<file path="src/rtl/sysctl_pkg.sv">
package sysctl_pkg;
    localparam int BYTE_W = 8;

    typedef enum logic [2:0] {
        PW_S,
        PW_H,
        PW_U,
        PW_T,
        PW_D,
        PW_O,
        PW_W,
        PW_N
    } pw_state_t;
endpackage

</file>
<file path="src/rtl/sc_spkr_reg.sv">
module sc_spkr_reg
    import sysctl_pkg::*;
(
    input  logic              clk_i,
    input  logic              rst_i,
    input  logic              wr_en_i,
    input  logic              rd_en_i,
    input  logic [BYTE_W-1:0] wdata_i,
    input  logic              tmr2_out_i,
    output logic              gate_o,
    output logic              spk_o,
    output logic [BYTE_W-1:0] rdata_o
);
    logic gate_q;
    logic spk_q;
    logic refresh_q;
    logic unused_wbits;

    assign unused_wbits = ^wdata_i[BYTE_W-1:2];

    always_ff @(posedge clk_i) begin
        if (rst_i) begin
            gate_q    <= 1'b0;
            spk_q     <= 1'b0;
            refresh_q <= 1'b0;
        end else begin
            if (wr_en_i) begin
                gate_q <= wdata_i[0];
                spk_q  <= wdata_i[1];
            end
            if (rd_en_i) begin
                refresh_q <= ~refresh_q;
            end
        end
    end

    always_comb begin
        rdata_o    = '0;
        rdata_o[0] = gate_q;
        rdata_o[1] = spk_q;
        rdata_o[4] = ~refresh_q;
        rdata_o[5] = tmr2_out_i;
    end

    assign gate_o = gate_q;
    assign spk_o  = spk_q;
endmodule

</file>
<file path="src/rtl/sc_a20_reg.sv">
module sc_a20_reg
    import sysctl_pkg::*;
(
    input  logic              clk_i,
    input  logic              rst_i,
    input  logic              wr_en_i,
    input  logic [BYTE_W-1:0] wdata_i,
    output logic              a20_o,
    output logic [BYTE_W-1:0] rdata_o
);
    logic a20_q;
    logic unused_wbits;

    assign unused_wbits = ^{wdata_i[BYTE_W-1:2], wdata_i[0]};

    always_ff @(posedge clk_i) begin
        if (rst_i) begin
            a20_q <= 1'b0;
        end else if (wr_en_i) begin
            a20_q <= wdata_i[1];
        end
    end

    always_comb begin
        rdata_o    = '0;
        rdata_o[1] = a20_q;
    end

    assign a20_o = a20_q;
endmodule

</file>
<file path="src/rtl/sc_fpu_irq.sv">
module sc_fpu_irq (
    input  logic clk_i,
    input  logic rst_i,
    input  logic err_i,
    input  logic clr_i,
    output logic irq_o
);
    logic irq_q;

    always_ff @(posedge clk_i) begin
        if (rst_i) begin
            irq_q <= 1'b0;
        end else if (err_i) begin
            irq_q <= 1'b1;
        end else if (clr_i) begin
            irq_q <= 1'b0;
        end
    end

    assign irq_o = irq_q;
endmodule

</file>
<file path="src/rtl/sc_pwroff_fsm.sv">
module sc_pwroff_fsm
    import sysctl_pkg::*;
(
    input  logic              clk_i,
    input  logic              rst_i,
    input  logic              wr_en_i,
    input  logic [BYTE_W-1:0] wdata_i,
    output logic              shutdown_o
);
    pw_state_t         state_q;
    pw_state_t         state_d;
    pw_state_t         advance_st;
    logic [BYTE_W-1:0] want_ch;
    logic              last_ch;
    logic              match;
    logic              pulse_q;

    // expected character and successor for each state
    always_comb begin
        want_ch    = 8'h00;
        advance_st = PW_S;
        last_ch    = 1'b0;
        unique case (state_q)
            PW_S: begin want_ch = 8'h53; advance_st = PW_H; end
            PW_H: begin want_ch = 8'h68; advance_st = PW_U; end
            PW_U: begin want_ch = 8'h75; advance_st = PW_T; end
            PW_T: begin want_ch = 8'h74; advance_st = PW_D; end
            PW_D: begin want_ch = 8'h64; advance_st = PW_O; end
            PW_O: begin want_ch = 8'h6F; advance_st = PW_W; end
            PW_W: begin want_ch = 8'h77; advance_st = PW_N; end
            PW_N: begin want_ch = 8'h6E; advance_st = PW_S; last_ch = 1'b1; end
            default: begin want_ch = 8'h00; advance_st = PW_S; end
        endcase
    end

    assign match = (wdata_i == want_ch);

    // transitions: advance, wrap (match in PW_N), miss (back to PW_S)
    always_comb begin
        state_d = state_q;
        if (wr_en_i) begin
            state_d = match ? advance_st : PW_S;
        end
    end

    always_ff @(posedge clk_i) begin
        if (rst_i) begin
            state_q <= PW_S;
        end else begin
            state_q <= state_d;
        end
    end

    // output process: registered one-cycle pulse on wrap
    always_ff @(posedge clk_i) begin
        if (rst_i) begin
            pulse_q <= 1'b0;
        end else begin
            pulse_q <= wr_en_i && match && last_ch;
        end
    end

    assign shutdown_o = pulse_q;
endmodule

</file>
<file path="src/rtl/sysctl_ports.sv">
module sysctl_ports
    import sysctl_pkg::*;
#(
    parameter int              AW          = 16,
    parameter logic [AW-1:0]   ADDR_SPKR   = 16'h0061,
    parameter logic [AW-1:0]   ADDR_A20    = 16'h0092,
    parameter logic [AW-1:0]   ADDR_FPUCLR = 16'h00F0,
    parameter logic [AW-1:0]   ADDR_POST   = 16'h0080,
    parameter logic [AW-1:0]   ADDR_PWROFF = 16'h8900
) (
    input  logic              clk_i,
    input  logic              rst_i,
    input  logic [AW-1:0]     addr_i,
    input  logic              wr_i,
    input  logic              rd_i,
    input  logic [BYTE_W-1:0] wdata_i,
    output logic [BYTE_W-1:0] rdata_o,
    output logic              hit_o,
    input  logic              tmr2_out_i,
    input  logic              fpu_err_i,
    output logic              tmr2_gate_o,
    output logic              spk_en_o,
    output logic              a20_en_o,
    output logic              irq13_o,
    output logic              shutdown_o
);
    logic sel_spkr, sel_a20, sel_fclr, sel_post, sel_pwr;
    logic [BYTE_W-1:0] spkr_rd, a20_rd;

    assign sel_spkr = (addr_i == ADDR_SPKR);
    assign sel_a20  = (addr_i == ADDR_A20);
    assign sel_fclr = (addr_i == ADDR_FPUCLR);
    assign sel_post = (addr_i == ADDR_POST);
    assign sel_pwr  = (addr_i == ADDR_PWROFF);

    sc_spkr_reg u_spkr (
        .clk_i      (clk_i),
        .rst_i      (rst_i),
        .wr_en_i    (wr_i && sel_spkr),
        .rd_en_i    (rd_i && sel_spkr),
        .wdata_i    (wdata_i),
        .tmr2_out_i (tmr2_out_i),
        .gate_o     (tmr2_gate_o),
        .spk_o      (spk_en_o),
        .rdata_o    (spkr_rd)
    );

    sc_a20_reg u_a20 (
        .clk_i   (clk_i),
        .rst_i   (rst_i),
        .wr_en_i (wr_i && sel_a20),
        .wdata_i (wdata_i),
        .a20_o   (a20_en_o),
        .rdata_o (a20_rd)
    );

    sc_fpu_irq u_irq (
        .clk_i (clk_i),
        .rst_i (rst_i),
        .err_i (fpu_err_i),
        .clr_i (wr_i && sel_fclr),
        .irq_o (irq13_o)
    );

    sc_pwroff_fsm u_pwr (
        .clk_i      (clk_i),
        .rst_i      (rst_i),
        .wr_en_i    (wr_i && sel_pwr),
        .wdata_i    (wdata_i),
        .shutdown_o (shutdown_o)
    );

    always_comb begin
        rdata_o = '0;
        if (rd_i) begin
            if (sel_spkr) begin
                rdata_o = spkr_rd;
            end else if (sel_a20) begin
                rdata_o = a20_rd;
            end
        end
    end

    assign hit_o = (wr_i && (sel_spkr || sel_a20 || sel_fclr || sel_post || sel_pwr))
                || (rd_i && (sel_spkr || sel_a20));
endmodule

</file>
<file path="config.mk">
export PLATFORM = sky130hd
export DESIGN_NAME = sysctl_ports
export DESIGN_NICKNAME = d
export VERILOG_FILES = /design/src/rtl/sysctl_pkg.sv /design/src/rtl/sc_spkr_reg.sv /design/src/rtl/sc_a20_reg.sv /design/src/rtl/sc_fpu_irq.sv /design/src/rtl/sc_pwroff_fsm.sv /design/src/rtl/sysctl_ports.sv
export SDC_FILE = /design/constraint.sdc
export NUM_CORES = 1
export LEC_CHECK = 0
export ABC_CLOCK_PERIOD_IN_PS = 7000
export BUFFER_PORTS_ARGS = -buffer_cell sky130_fd_sc_hd__clkbuf_2
export CORE_ASPECT_RATIO = 1.1
export CORE_UTILIZATION = 47
export CTS_CLUSTER_DIAMETER = 120
export DETAILED_ROUTE_END_ITERATION = 8
export PLACE_DENSITY = 0.82
export SETUP_SLACK_MARGIN = 0.2
export SLEW_MARGIN = 10
export SYNTH_ARGS = -nofsm -noshare
export SYNTH_HDL_FRONTEND = slang
export SYNTH_SLANG_ARGS = --single-unit
</file>
<file path="constraint.sdc">
create_clock -name clk_i -period 7 [get_ports clk_i]
set_input_delay 2.1 -clock clk_i [delete_from_list [all_inputs] [get_ports clk_i]]
set_output_delay 2.1 -clock clk_i [all_outputs]
set_load 0.005 [all_outputs]
</file>
==> impl_results.html <==
<table>
<tr><th>Metric</th><th>Value</th></tr>
<tr><th colspan="2">CTS</th></tr>
<tr><td>Clock transition at the register clock pins on the worst setup and hold paths after CTS</td><td>around 0.06 ns</td></tr>
<tr><td>Clock root buffer</td><td>clkbuf_4</td></tr>
<tr><td>Source-to-sink clock delay at the later pin of the worst-skew pair</td><td>between 0.2 and 0.3 ns</td></tr>
<tr><td>Clock sink total</td><td>9</td></tr>
<tr><td>H-tree levels</td><td>1</td></tr>
<tr><td>TritonCTS clock tree</td><td>built</td></tr>
<tr><td>Count of instances resized after the clock tree is built</td><td>0</td></tr>
<tr><td>Worst-case clock buffer depth</td><td>2</td></tr>
<tr><td>CTS Buf Count</td><td>3</td></tr>
<tr><td># Post-CTS Setup Buffers</td><td>0</td></tr>
<tr><td>Quantity of hold-fixing buffers added after cts</td><td>0</td></tr>
<tr><th colspan="2">STA</th></tr>
<tr><td>Post-route fraction of the period consumed by the critical path</td><td>0.823</td></tr>
<tr><td>Max Fclk</td><td>about 0.17 GHz</td></tr>
<tr><td>Fin crit period</td><td>5.76 ns</td></tr>
<tr><td>Worst clock skew</td><td>0.000165 ns</td></tr>
<tr><td>Number of max-slew violations in the final report</td><td>0</td></tr>
<tr><td>Hold Fails Final Rpt</td><td>0</td></tr>
<tr><td>Finish-stage setup viols</td><td>0</td></tr>
<tr><td>Setup repair after global routing missed its margin</td><td>no</td></tr>
<tr><td>Final worst setup slack</td><td>1.24 ns</td></tr>
<tr><td>Setup TNS</td><td>0 ns</td></tr>
<tr><th colspan="2">Global route</th></tr>
<tr><td>Wire length of the first global-routing pass</td><td>3.49 mm</td></tr>
<tr><td>Residual overflow from global routing</td><td>0</td></tr>
<tr><td>Largest net degree at the start of global routing</td><td>16</td></tr>
<tr><td>Total routing usage reported by global routing</td><td>0.235</td></tr>
<tr><td>Number of antenna violations at the first check in global routing</td><td>0</td></tr>
<tr><td>Vias in the first global route</td><td>837</td></tr>
<tr><th colspan="2">Finish</th></tr>
<tr><td>Antenna diode count</td><td>0</td></tr>
<tr><td>Net count of the finished layout</td><td>174</td></tr>
<tr><td>Area overhead of the layout relative to synthesis</td><td>24.9%</td></tr>
<tr><td>Share of final-layout standard cells stronger than drive strength 1</td><td>0.378</td></tr>
<tr><th colspan="2">Synthesis</th></tr>
<tr><td>Post-synth cell types</td><td>42</td></tr>
<tr><td>Sequential share of the synthesized area</td><td>0.216</td></tr>
<tr><td>Synth Area in Compound Gates</td><td>0.194</td></tr>
<tr><td>Most common library cells after synthesis</td><td>dfxtp_1 (9), nor2_1 (9), nand2_1 (8), nand3_1 (5)</td></tr>
<tr><td>Multiplexer share of the synthesized area</td><td>0.0360</td></tr>
<tr><td>Most area-consuming cells after synthesis</td><td>dfxtp_1 (22%), xnor2_1 (4.2%), nor2_1 (4.1%), nor3_4 (3.9%), mux2i_1 (3.6%)</td></tr>
<tr><td>Main combinational cell family by area after synthesis</td><td>simple AND/OR/NAND/NOR gates</td></tr>
<tr><td>Dominant register cell in the synthesized netlist</td><td>dfxtp_1</td></tr>
<tr><td>Yosys warnings</td><td>0</td></tr>
<tr><td>Largest area contributor in the synthesized netlist</td><td>dfxtp_1</td></tr>
<tr><td>Cell area after technology mapping</td><td>between 800 and 900 µm²</td></tr>
<tr><td>Post-synth EDFFs</td><td>0</td></tr>
<tr><td>Area fraction in and, or, nand and nor cells after synthesis</td><td>0.434</td></tr>
<tr><td>FFs w/ async S/R, synth</td><td>0</td></tr>
<tr><td>Share of Yosys cell area claimed by the top area cell type</td><td>0.216</td></tr>
<tr><td>Adder-cell share of the synthesized area</td><td>0</td></tr>
<tr><td>Count of state elements after synthesis</td><td>9</td></tr>
<tr><td>Mapped Avg Cell Area</td><td>slightly below 8 µm²</td></tr>
<tr><td>Synth Area in XOR/XNOR</td><td>0.0420</td></tr>
<tr><td>Syn Inst Count</td><td>105</td></tr>
<tr><th colspan="2">Setup path</th></tr>
<tr><td>Length in cells of the worst reg-to-reg path</td><td>5</td></tr>
<tr><td>Beginning of the worst register-to-register path</td><td>u_pwr.state_q[2]</td></tr>
<tr><td>Last element of the critical path</td><td>rdata_o[1]</td></tr>
<tr><td>Setup slack of the worst register-to-register path</td><td>4.97 ns</td></tr>
<tr><td>Crit path launch type</td><td>input pin</td></tr>
<tr><td>Req. time, crit path</td><td>4.90 ns</td></tr>
<tr><td>Critical path fanouts, max</td><td>4</td></tr>
<tr><td>Endpoint of the most critical register-to-register path</td><td>u_pwr.state_q[0]</td></tr>
<tr><td>Timing startpoint of the critical path</td><td>addr_i[1]</td></tr>
<tr><td>Type of the worst setup path</td><td>input pin to output port</td></tr>
<tr><td>Capturing element type of the critical path</td><td>output port</td></tr>
<tr><td>Critical path data arrival time</td><td>3.66 ns</td></tr>
<tr><th colspan="2">Power and ir drop</th></tr>
<tr><td>VDD IR-drop max</td><td>78.2 µV</td></tr>
<tr><td>Internal power contribution</td><td>0.0000840 W</td></tr>
<tr><td>Part of the total power dissipated in sequential elements</td><td>0.459</td></tr>
<tr><td>Leakage power figure</td><td>0.434 nW</td></tr>
<tr><td>Combinational fraction of design power</td><td>0.189</td></tr>
<tr><td>Power per Cell Area</td><td>108 nW/µm²</td></tr>
<tr><td>Power share of the clock group</td><td>0.352</td></tr>
<tr><td>Switching Share</td><td>0.256</td></tr>
<tr><td>Net Sw Power</td><td>0.0000289 W</td></tr>
<tr><td>Overall power</td><td>0.000113 W</td></tr>
<tr><th colspan="2">Floorplanning</th></tr>
<tr><td>Die boundary width</td><td>between 40 and 50 µm</td></tr>
<tr><td>Initial cell density of the core</td><td>0.516</td></tr>
<tr><td>Die Y</td><td>46.2 µm</td></tr>
<tr><td>I/O pin cnt</td><td>44</td></tr>
<tr><td>Number of rows created at floorplan</td><td>15</td></tr>
<tr><td>Area of the die</td><td>1950 µm²</td></tr>
<tr><td>Core Region</td><td>approximately 1600 µm²</td></tr>
<tr><th colspan="2">Routing</th></tr>
<tr><td>Avg Vias per Cell</td><td>between 5 and 6</td></tr>
<tr><td>Per-cell routed wire length</td><td>12.7 µm</td></tr>
<tr><td>First-pass iteration count of the detailed router</td><td>4</td></tr>
<tr><td>Final routed DRC violation total</td><td>0</td></tr>
<tr><td>Drt initial violations</td><td>19</td></tr>
<tr><td>Count of vias placed by the detailed router</td><td>929</td></tr>
<tr><td>Antenna-violating nets left</td><td>0</td></tr>
<tr><td>Detailed-route wire length</td><td>slightly above 2 mm</td></tr>
<tr><th colspan="2">Worst hold path</th></tr>
<tr><td>Worst min-delay path category</td><td>register to register</td></tr>
<tr><th colspan="2">Run</th></tr>
<tr><td>Max-capacitance violation count</td><td>0</td></tr>
<tr><th colspan="2">Outcome</th></tr>
<tr><td>Status</td><td>finished clean</td></tr>
<tr><th colspan="2">Placed design</th></tr>
<tr><td>Weighted congestion at the end of routability-driven global placement</td><td>0.857</td></tr>
<tr><td>Post-detail-place hpwl</td><td>~1.6 mm</td></tr>
<tr><td>Post-placement worst setup slack</td><td>between 1 and 1.5 ns</td></tr>
<tr><td>Number of port buffers</td><td>39</td></tr>
</table>
==> stage by stage <==
step	cell area (µm²)	utilization	std cells	hold WS [ns]
finish	1040	0.645	160	0.528
global route	1040	0.645	160	0.556
CTS	1040	0.645	160	0.528
detailed placement	1010	0.629	156	0.514
global placement	1010	0.629	156	0.499
floorplan	845	-	108	0.485
==> layer usage <==
metal / wire length, µm / share of wire / global-route usage
met1: 898 / 0.44 / 0.264
met2: 1030 / 0.51 / 0.447
met3: 92 / 0.045 / 0.0745
met4: 14 / 0.0069 / 0.0438
met5: 0 / 0 / 0
==> worst min-delay path by stage <==
stage | cells after the start | startpoint | slack (ns) | endpoint
6_report | 2 | u_spkr.gate_o | 0.53 | u_spkr.gate_o
3_3_place_gp | 2 | u_spkr.gate_o | 0.50 | u_spkr.gate_o
4_1_cts | 2 | u_spkr.gate_o | 0.53 | u_spkr.gate_o
2_1_floorplan | 2 | u_spkr.refresh_q | 0.48 | u_spkr.refresh_q
3_5_place_dp | 2 | u_spkr.gate_o | 0.51 | u_spkr.gate_o
5_1_grt | 2 | u_spkr.gate_o | 0.56 | u_spkr.gate_o
==> logic make-up after synthesis <==
logic type      after synthesis
flops                         9
compound gates               21
mux                           3
other cells                   1
simple gates                 55
buf+inv                      12
xor+xnor                      4
==> critical path, cell delays in order <==
cell and delay (ns):
clkbuf_2 0.10, or3_4 0.40, or4_4 0.54, nor2_1 0.16, a22oi_1 0.11, nor2_1 0.12, clkbuf_2 0.12
==> cells in the final DEF (no fill, tap or decap), types with 3 or more instances in the layout <==
cell and n:
mux2i_1 3, clkbuf_4 3, inv_1 4, a21oi_1 4
dfxtp_1 9, nand4b_1 3, nand2_1 8, clkbuf_2 39
conb_1 4, xnor2_1 4, nand3_1 5, and2_1 3
nor2_1 9, o22ai_1 3, nor4_1 4, nand2b_1 3
or3_1 3
==> state kept, by name, summed over array words and instances, names as in the netlist <==
register          count
u_pwr.shutdown_o      1
u_irq.irq_o           1
u_a20.a20_o           1
u_spkr.gate_o         1
u_pwr.state_q         3
u_spkr.spk_o          1
u_spkr.refresh_q      1
==> power by group through the flow <==
| stage | Clock (W) | Combinational (W) | Sequential [W] |
|---|---|---|---|
| 2_1_floorplan | 0 | 0.0000107 | 0.0000530 |
| 3_3_place_gp | 0 | 0.0000204 | 0.0000529 |
| 3_5_place_dp | 0 | 0.0000211 | 0.0000529 |
| 4_1_cts | 0.0000409 | 0.0000212 | 0.0000518 |
| 5_1_grt | 0.0000446 | 0.0000240 | 0.0000518 |
| 6_report | 0.0000398 | 0.0000214 | 0.0000518 |
==> layout make-up <==
type	instances	area (µm²)
inverter	4	15.0
multi-input combinational	87	603
tap	17	21.3
clock buffer	4	26.3
timing repair buffer	39	195
fill	156	573
sequential	9	180
No activity file was read; power rests on OpenSTA's default activity.
